==> src/rtl/seq_pkg.sv <==
package seq_pkg;
  localparam int DLY_W  = 16;
  localparam int RSV_W  = 3;
  localparam int ADDR_W = 5;
  localparam int DATA_W = 8;
  localparam int CMD_W  = DLY_W + RSV_W + ADDR_W + DATA_W;

  typedef struct packed {
    logic [DLY_W-1:0]  dly;
    logic [RSV_W-1:0]  spare;
    logic [ADDR_W-1:0] addr;
    logic [DATA_W-1:0] data;
  } cmd_t;

  typedef enum logic [1:0] {
    ST_IDLE  = 2'd0,
    ST_WAIT  = 2'd1,
    ST_WRITE = 2'd2,
    ST_RECOV = 2'd3
  } seq_state_t;
endpackage

==> src/rtl/seq_lag_calc.sv <==
module seq_lag_calc #(
  parameter int DLY_W   = 16,
  parameter int MIN_GAP = 6
) (
  input  logic             clk,
  input  logic             rst_n,
  input  logic             commit,
  input  logic [DLY_W-1:0] req_dly,
  output logic [DLY_W-1:0] target,
  output logic [DLY_W-1:0] lag_q
);
  localparam int EXT_W = DLY_W + 2;
  localparam logic [EXT_W-1:0] CAP = EXT_W'({DLY_W{1'b1}});

  logic [EXT_W-1:0] owed, req_ext, diff;
  logic [DLY_W-1:0] lag_d;

  // take the lag back out of the request when the request can absorb it
  assign target = (req_dly >= lag_q) ? (req_dly - lag_q) : '0;

  always_comb begin
    owed    = EXT_W'(lag_q) + EXT_W'(MIN_GAP);
    req_ext = EXT_W'(req_dly);
    diff    = owed - req_ext;
    if (owed <= req_ext)  lag_d = '0;
    else if (diff > CAP)  lag_d = '1;
    else                  lag_d = diff[DLY_W-1:0];
  end

  always_ff @(posedge clk or negedge rst_n) begin
    if (!rst_n)      lag_q <= '0;
    else if (commit) lag_q <= lag_d;
  end

  // a request covering lag plus minimum spacing clears the lag
  a_r6_lag_cleared: assert property (@(posedge clk) disable iff (!rst_n)
    (commit && (EXT_W'(req_dly) >= EXT_W'(lag_q) + EXT_W'(MIN_GAP))) |=> (lag_q == '0));
endmodule

==> src/rtl/seq_gap_timer.sv <==
module seq_gap_timer #(
  parameter int W = 16
) (
  input  logic         clk,
  input  logic         rst_n,
  input  logic         restart,
  input  logic [W-1:0] target,
  output logic         due,
  output logic [W-1:0] since_q
);
  // cycles since the last write; saturates so an old write counts as long ago
  always_ff @(posedge clk or negedge rst_n) begin
    if (!rst_n)              since_q <= '1;
    else if (restart)        since_q <= '0;
    else if (since_q != '1)  since_q <= since_q + 1'b1;
  end

  // the next cycle meets the spacing target
  assign due = ((W+1)'(since_q) + (W+1)'(1)) >= (W+1)'(target);
endmodule

==> src/rtl/seq_chip_decode.sv <==
module seq_chip_decode #(
  parameter int NCHIP  = 4,
  parameter int IDX_W  = 2
) (
  input  logic [IDX_W-1:0] idx,
  input  logic             en,
  output logic [NCHIP-1:0] cs
);
  generate
    if (NCHIP == 1) begin : g_single
      logic unused_idx;
      assign unused_idx = ^idx;
      assign cs = en;
    end else begin : g_multi
      for (genvar i = 0; i < NCHIP; i++) begin : g_cs
        assign cs[i] = en && (idx == IDX_W'(i));
      end
    end
  endgenerate
endmodule

==> src/rtl/regwrite_sequencer.sv <==
module regwrite_sequencer #(
  parameter int NCHIP = 4,
  parameter int RECOV = 4
) (
  input  logic                         clk,
  input  logic                         rst_n,
  input  logic                         cmd_valid,
  output logic                         cmd_ready,
  input  logic [seq_pkg::CMD_W-1:0]    cmd_word,
  output logic [NCHIP-1:0]             chip_sel,
  output logic [seq_pkg::ADDR_W-1:0]   reg_addr,
  output logic [seq_pkg::DATA_W-1:0]   reg_data,
  output logic                         wr_strobe
);
  import seq_pkg::*;

  localparam int MIN_GAP = RECOV + 2;
  localparam int CNT_W   = (RECOV > 1) ? $clog2(RECOV) : 1;
  localparam int IDX_W   = (NCHIP > 1) ? $clog2(NCHIP) : 1;
  localparam int CHK_W   = $clog2(MIN_GAP) + 1;

  cmd_t             in_cmd;
  seq_state_t       state_q, state_d;
  logic [ADDR_W-1:0] addr_q;
  logic [DATA_W-1:0] data_q;
  logic [IDX_W-1:0]  idx_q;
  logic [DLY_W-1:0]  tgt_q, tgt_now, tgt_use, lag_q, since_q;
  logic [CNT_W-1:0]  rec_q;
  logic              fire, due, go_write;
  logic              unused_spare;

  assign in_cmd       = cmd_word;
  assign unused_spare = ^in_cmd.spare;
  assign cmd_ready    = (state_q == ST_IDLE);
  assign fire         = cmd_valid && cmd_ready;
  assign tgt_use      = (state_q == ST_IDLE) ? tgt_now : tgt_q;

  seq_lag_calc #(.DLY_W(DLY_W), .MIN_GAP(MIN_GAP)) u_lag (
    .clk(clk), .rst_n(rst_n), .commit(fire), .req_dly(in_cmd.dly),
    .target(tgt_now), .lag_q(lag_q)
  );

  seq_gap_timer #(.W(DLY_W)) u_gap (
    .clk(clk), .rst_n(rst_n), .restart(go_write), .target(tgt_use),
    .due(due), .since_q(since_q)
  );

  always_comb begin
    state_d = state_q;
    unique case (state_q)
      ST_IDLE:  if (fire) state_d = due ? ST_WRITE : ST_WAIT;
      ST_WAIT:  if (due)  state_d = ST_WRITE;
      ST_WRITE: state_d = ST_RECOV;
      ST_RECOV: if (rec_q == '0) state_d = ST_IDLE;
      default:  state_d = ST_IDLE;
    endcase
  end

  assign go_write = (state_d == ST_WRITE);

  always_ff @(posedge clk or negedge rst_n) begin
    if (!rst_n) begin
      state_q <= ST_IDLE;
      rec_q   <= '0;
      addr_q  <= '0;
      data_q  <= '0;
      idx_q   <= '0;
      tgt_q   <= '0;
    end else begin
      state_q <= state_d;
      if (fire) begin
        addr_q <= in_cmd.addr;
        data_q <= in_cmd.data;
        idx_q  <= in_cmd.spare[IDX_W-1:0];
        tgt_q  <= tgt_now;
      end
      if (state_q == ST_WRITE)      rec_q <= CNT_W'(RECOV - 1);
      else if (state_q == ST_RECOV) rec_q <= rec_q - 1'b1;
    end
  end

  assign wr_strobe = (state_q == ST_WRITE);
  assign reg_addr  = wr_strobe ? addr_q : '0;
  assign reg_data  = wr_strobe ? data_q : '0;

  seq_chip_decode #(.NCHIP(NCHIP), .IDX_W(IDX_W)) u_cs (
    .idx(idx_q), .en(wr_strobe), .cs(chip_sel)
  );

  // checker: cycles since the last strobe, kept apart from the design state
  logic [CHK_W-1:0] chk_since_q;
  always_ff @(posedge clk or negedge rst_n) begin
    if (!rst_n)                  chk_since_q <= '1;
    else if (wr_strobe)          chk_since_q <= CHK_W'(1);
    else if (chk_since_q != '1)  chk_since_q <= chk_since_q + 1'b1;
  end

  a_r3_strobe_single: assert property (@(posedge clk) disable iff (!rst_n)
    wr_strobe |=> !wr_strobe);
  a_r2_ready_drops: assert property (@(posedge clk) disable iff (!rst_n)
    (cmd_valid && cmd_ready) |=> !cmd_ready);
  a_r5_recovery_hold: assert property (@(posedge clk) disable iff (!rst_n)
    cmd_ready |-> (chk_since_q >= CHK_W'(RECOV + 1)));
  a_r5_min_spacing: assert property (@(posedge clk) disable iff (!rst_n)
    wr_strobe |-> ($past(since_q) >= DLY_W'(MIN_GAP - 1)));
  a_r7_cs_onehot: assert property (@(posedge clk) disable iff (!rst_n)
    wr_strobe |-> ($countones(chip_sel) == 1));
  a_r7_cs_idle: assert property (@(posedge clk) disable iff (!rst_n)
    !wr_strobe |-> (chip_sel == '0));
  a_r8_bus_quiet: assert property (@(posedge clk) disable iff (!rst_n)
    !wr_strobe |-> ((reg_addr == '0) && (reg_data == '0)));
endmodule

==> config.mk <==
export PLATFORM = sky130hd
export DESIGN_NAME = regwrite_sequencer
export DESIGN_NICKNAME = d
export VERILOG_FILES = /design/src/rtl/seq_pkg.sv /design/src/rtl/seq_lag_calc.sv /design/src/rtl/seq_gap_timer.sv /design/src/rtl/seq_chip_decode.sv /design/src/rtl/regwrite_sequencer.sv
export SDC_FILE = /design/constraint.sdc
export NUM_CORES = 1
export LEC_CHECK = 0
export ABC_AREA = 1
export ABC_CLOCK_PERIOD_IN_PS = 8980
export BUFFER_PORTS_ARGS = -buffer_cell sky130_fd_sc_hd__buf_2
export CELL_PAD_IN_SITES_DETAIL_PLACEMENT = 2
export CELL_PAD_IN_SITES_GLOBAL_PLACEMENT = 2
export CORE_AREA = 2 2 144 118
export DETAILED_ROUTE_END_ITERATION = 10
export DIE_AREA = 0 0 146 120
export PLACE_DENSITY = 0.89
export SETUP_SLACK_MARGIN = 0.4
export SLEW_MARGIN = 30
export SYNTH_ARGS = -nofsm -noshare
export SYNTH_HDL_FRONTEND = slang
export SYNTH_SLANG_ARGS = --single-unit
==> constraint.sdc <==
create_clock -name clk -period 8.98 [get_ports clk]
set_input_delay 1.347 -clock clk [delete_from_list [all_inputs] [get_ports clk]]
set_output_delay 1.347 -clock clk [all_outputs]
set_load 0.005 [all_outputs]
# Word-level counts from Yosys, hierarchy flattened
# Cells that the tools add are included.
# word_totals
reg_bits	67
latch_bits	0
ram_bits	0
rom_bits	0
out_inout_bits	19
word_cells	51
mem_count	0
# op_classes
n_addsub	6
mul	0
div	0
magnitude_cmp	4
eq_ne	8
shift	0
mux	15
bitwise	0
n_reduce_logical	10
# op_table
operator	n
16-bit 2-to-1 mux	6
18-bit by 16-bit > comparator with 1-bit output (second input constant)	1
18-bit by 16-bit <= comparator with 1-bit output	1
18-bit by 16-bit subtractor with 18-bit output	1
16-bit by 1-bit adder with 17-bit output (second input constant)	1
16-bit by 3-bit adder with 17-bit output (second input constant)	1
17-bit by 16-bit greater-or-equal comparator with 1-bit output	1
16-bit by 1-bit adder with 16-bit output (second input constant)	1
16-bit greater-or-equal comparator	1
16-bit != test (second input constant)	1
16-bit subtractor	1
2-bit 2-to-1 mux	6
2-bit == test (second input constant)	5
8-bit 2-to-1 mux	1
2-bit one-hot mux with 4 select lines	1
2-bit zero test	3
1-bit logical AND	5
5-bit 2-to-1 mux	1
2-bit by 1-bit == test with 1-bit output (second input constant)	2
2-bit nonzero test	2
2-bit by 1-bit subtractor with 2-bit output (second input constant)	1

# Longest topological paths before layout
# depth
ltp_word	9
mapped_depth	26
ltp_nobuf	25

# By module
# From an unflattened synthesis, not the netlist that was laid out.
# hier_totals
hier_cells	960
hier_area_um2	6214.7
# by_module_without_submodules
module	n_inst	cells_each	area_per_inst_um2	seq_area_each_um2
seq_lag_calc	1	496	2917.8	400.4
regwrite_sequencer	1	246	1795.5	875.8
seq_gap_timer	1	210	1471.4	420.4
seq_chip_decode	1	8	30.0	0.0

# Least setup slack after synthesis
# Ideal clock, no wire load.
# synth_path
path_type	input -> register
from	in cmd_word[16] (netlist name)
to	reg u_gap.since_q[10]
arrival_time_ps	4169
required_time_ps	8916
setup_slack_ps	4747
stages	25
path_cell_list	inv_1 ha_1 fa_1 o21ai_2 a21oi_2 inv_1 nand2_1 nand3_2 buf_4 nand3_1 nand2_1 o21ai_0 ha_1 nand2_1 inv_1 o21bai_1 nand2_1 a21oi_1 nor2_1 nor2_4 nand3_2 nand2_2 inv_2 buf_6 nor2_2
# synth_via
elab_chain_cells	9
# synth_rtl
element	line	source
start: declaration	regwrite_sequencer.sv:9	input logic [seq_pkg::CMD_W-1:0] cmd_word,
16-bit subtractor or 16-bit greater-or-equal comparator (tied branches)	seq_lag_calc.sv:19	assign target = (req_dly >= lag_q) ? (req_dly - lag_q) : '0;
16-bit 2-to-1 mux *	seq_lag_calc.sv:19	
16-bit 2-to-1 mux *	regwrite_sequencer.sv:36	assign tgt_use = (state_q == ST_IDLE) ? tgt_now : tgt_q;
17-bit by 16-bit greater-or-equal comparator with 1-bit output *	seq_gap_timer.sv:19	assign due = ((W+1)'(since_q) + (W+1)'(1)) >= (W+1)'(target);
2-bit 2-to-1 mux (2 in a row)	regwrite_sequencer.sv:51	ST_IDLE: if (fire) state_d = due ? ST_WRITE : ST_WAIT;
2-bit one-hot mux with 4 select lines *	regwrite_sequencer.sv:50	unique case (state_q)
2-bit == test *	regwrite_sequencer.sv:59	assign go_write = (state_d == ST_WRITE);
16-bit 2-to-1 mux or 2-bit nonzero test (tied branches)	--	
end signal: assignment	seq_gap_timer.sv:15	else if (since_q != '1) since_q <= since_q + 1'b1;
end: declaration	seq_gap_timer.sv:9	output logic [W-1:0] since_q
# Every way passes the cells marked *; elsewhere a longest branch is shown, timed or not.
# A chain may end at the register's enable or synchronous reset.

# Worst setup path after layout
# layout_path
from	in cmd_word[25] (netlist name)
to	reg u_gap.since_q[11]
# Same word-level chain as after synthesis.

==> results.md <==
* Status: completed
* Setup-failing EPs final at 0
* Peak VDD IR at 0.1160 mV
* Antenna violations before repair at 0
* DR iter-0 viols at 246
* CTS tree: yes
* Longest Clk Path Bufs at 2
* Area Growth Syn to Fin at 14.71%
* Synthesized area at 0.005817 mm²
* Yosys top cell by area: dfrtp_1
* Core area at approximately 0.016 mm²
* Yosys reg bits at 67
* I/O pin count at 54
* Crit path required time at 9.26 ns
* Setup TNS at 0 ns
* CP Launch Type: primary input
* GRT Overall Usage at 0.2417
* Hold buffers post-CTS at 0
* Max stage delay on crit path at 0.38 ns
* Core occupancy in the finished layout at 0.4123
* Yosys warns at 0
* First-pass GRT wire length at 33840 µm
* Root Buffer: clkbuf_16
* Largest net degree at the start of global routing at 81
* DIE HEIGHT at 120 µm
* Drt drc at 0
* Reg clk slew, reported paths at 0.06 ns
* Top cells by area, synth: dfrtp_1, nand2_1, ha_1
* Leakage power at around 3.4 nW
* Drt wl/cell at around 18 µm
* GR Util met2 at 0.4127
* Vias in the first global route at 6451
* Critical path peak fanout at 16
* Part of the cycle the worst path needs at 0.5653
* Crit path kind: primary input to flip-flop
* Grt total ovfl at 0
* M3 GR Usage at 0.03612
* Cell Chain, Critical Path: buf_2 -> ha_1 -> a21oi_1 -> o21ai_0 -> a21oi_1 -> nand3_2 -> nand3_1 -> nand2_1 -> o21ai_0 -> ha_1 -> nand2_1 -> o21bai_1 -> nand2_1 -> a21oi_1 -> nor2_1 -> nor2_4 -> nand3_2 -> nand2_2 -> inv_2 -> nor2_1
* Die area at 0.01752 mm²
* Port bufs at 52
* Area fraction of the dominant cell type after synthesis at 0.2194
* NumNets Final at 977
* Final WL at ~20000 µm
* Post-CTS resize count at 0
* Die Wd at around 150 µm
* CP endpoint kind: flip-flop
* Post-Synthesis Cells at approximately 840
* Critical-path top delay cell: nand3_2
* Post-DP Area at 0.006271 mm²
* Max-slew violation count at 0
* Final Hold Fails at 0
* HP Class: flip-flop to flip-flop
* Final Instance Area at 0.006673 mm²
* Initial Util at 0.3594
* Syn nets at 929
* Gpl congestion at about 0.8
* Post-CTS setup buffer count at 0
* Grt met1 use at 0.3205
* Count leader, synth: nand2_1
* Power per Cell Area at 237.7 mW/mm²
* Ys async rst share at 1.000
* Register area share after synthesis at 0.2917
* Max H-tree Level at 3
* Worst slew pin tran at 0.9261 ns
* CTS buffer count at 9
* RSZ-0062 raised after global routing: no
* Post-synth top flop: dfrtp_1
* DR vias at 5679
* Post-synth EDFFs at 0
* Most used routing layer: met2
* Synth Area per Inst at 6.917 µm²
* Vias per cell at 5.098
* # rows at 42
* DRT antenna net count at 0
* Setup Skew at 0.01000 ns
* Num Clock Sinks at 67
* Max-cap viol count at 0
* Fmax at about 0.20 GHz
* Post-DP HPWL at 14670 µm
* Share of layout cells above drive strength 1 at 0.1409
* Slew HR at 0.3761
* Min cycle time layout at 5.076 ns
* Total power at 1.586 mW
* Yosys cell types at 40
* Clock Latency Late Sink at between 0.3 and 0.4 ns
* Worst EP arrival at 5.36 ns
* N_diodes at 0
* Post-synth top cells: nand2_1, inv_1, nor2_1, a21oi_1, nand3_1
* Drt first pass iters at 4
-- state kept, by name, indices dropped and copies added, names as in the netlist --
signal and cells:
addr_q 5, data_q 8, idx_q 2, rec_q 2
state_q 2, tgt_q 16, u_gap.since_q 16, u_lag.lag_q 16
-- layout make-up --
class	count	area, µm²
tap	220	275.3
sequential	67	1697
inverter	120	450.4
clock buffer	10	239.0
fill	1987	9513
timing repair buffer	55	286.5
clock inverter	6	158.9
multi-input combinational	636	3566
-- path summary, 6_finish.rpt --
path / from / endpoint / slack [ns] / depth (start not counted)
min in group asynchronous: rst_n / state_q[1] / 1.10 / 2
max in group asynchronous: rst_n / data_q[7] / 7.41 / 2
setup reg to reg: u_lag.lag_q[9] / u_gap.since_q[11] / 4.52 / 20
hold reg to reg: tgt_q[2] / tgt_q[2] / 0.49 / 2
hold / removal: tgt_q[2] / tgt_q[2] / 0.49 / 2
setup / recovery: cmd_word[25] / u_gap.since_q[11] / 3.90 / 20
-- power breakdown --
part	internal, mW	switching [mW]	total [mW]
Clock	0.336	0.153	0.489
Combinational	0.226	0.406	0.632
Sequential	0.403	0.0622	0.465
-- placed cells by master (no fill, tap or decap), types with 5 or more instances in the layout --
cell,synthesis,final
nor2_1,83,83
nand2_1,209,208
a21oi_1,56,56
or2_2,6,6
bufinv_16,0,5
nand4_1,13,13
ha_1,51,51
nand3b_1,6,6
dfrtp_1,51,51
xnor2_1,12,12
xor2_1,27,27
nor3_1,15,15
buf_2,1,52
nand3_1,55,55
o21ai_0,47,47
nor2_2,12,12
clkbuf_16,0,9
inv_1,115,115
dfstp_2,16,16
o21bai_1,6,6
-- critical path: cells and delay by family --
kind                       cells  cell delay (ns)
and+or+nand+nor               10             1.65
adders and majority gates      2             0.65
buffers and inverters          2             0.28
AOI/OAI and AO/OA              6             1.43
-- routing by layer --
layer | part of all wire | vias to the layer above
met5 | 0 | -
met4 | 0.015 | 0
li1 | - | 2804
met2 | 0.47 | 88
met1 | 0.49 | 2764
met3 | 0.028 | 23
-- logic make-up (layout without fill, tap and decap cells) --
kind of cell    after synthesis  in the layout  synth area share
simple gates                417            417            0.3177
xor+xnor                     39             39           0.05872
flops                        67             67            0.2917
fa+ha+maj                    53             53            0.1166
buf+inv                     138            191           0.09572
compound gates              127            127            0.1196
-- through the flow --
step           instances  hold WS (ns)  setup slack, ns
2_1_floorplan        841        0.4479            4.747
3_3_place_gp        1098        0.4628            3.791
3_5_place_dp        1098        0.4767            3.624
4_1_cts             1114        0.4944            3.908
5_1_grt             1114        0.5108            3.446
6_report            1114        0.4946            3.904
Power figures use the tool's default switching activity.
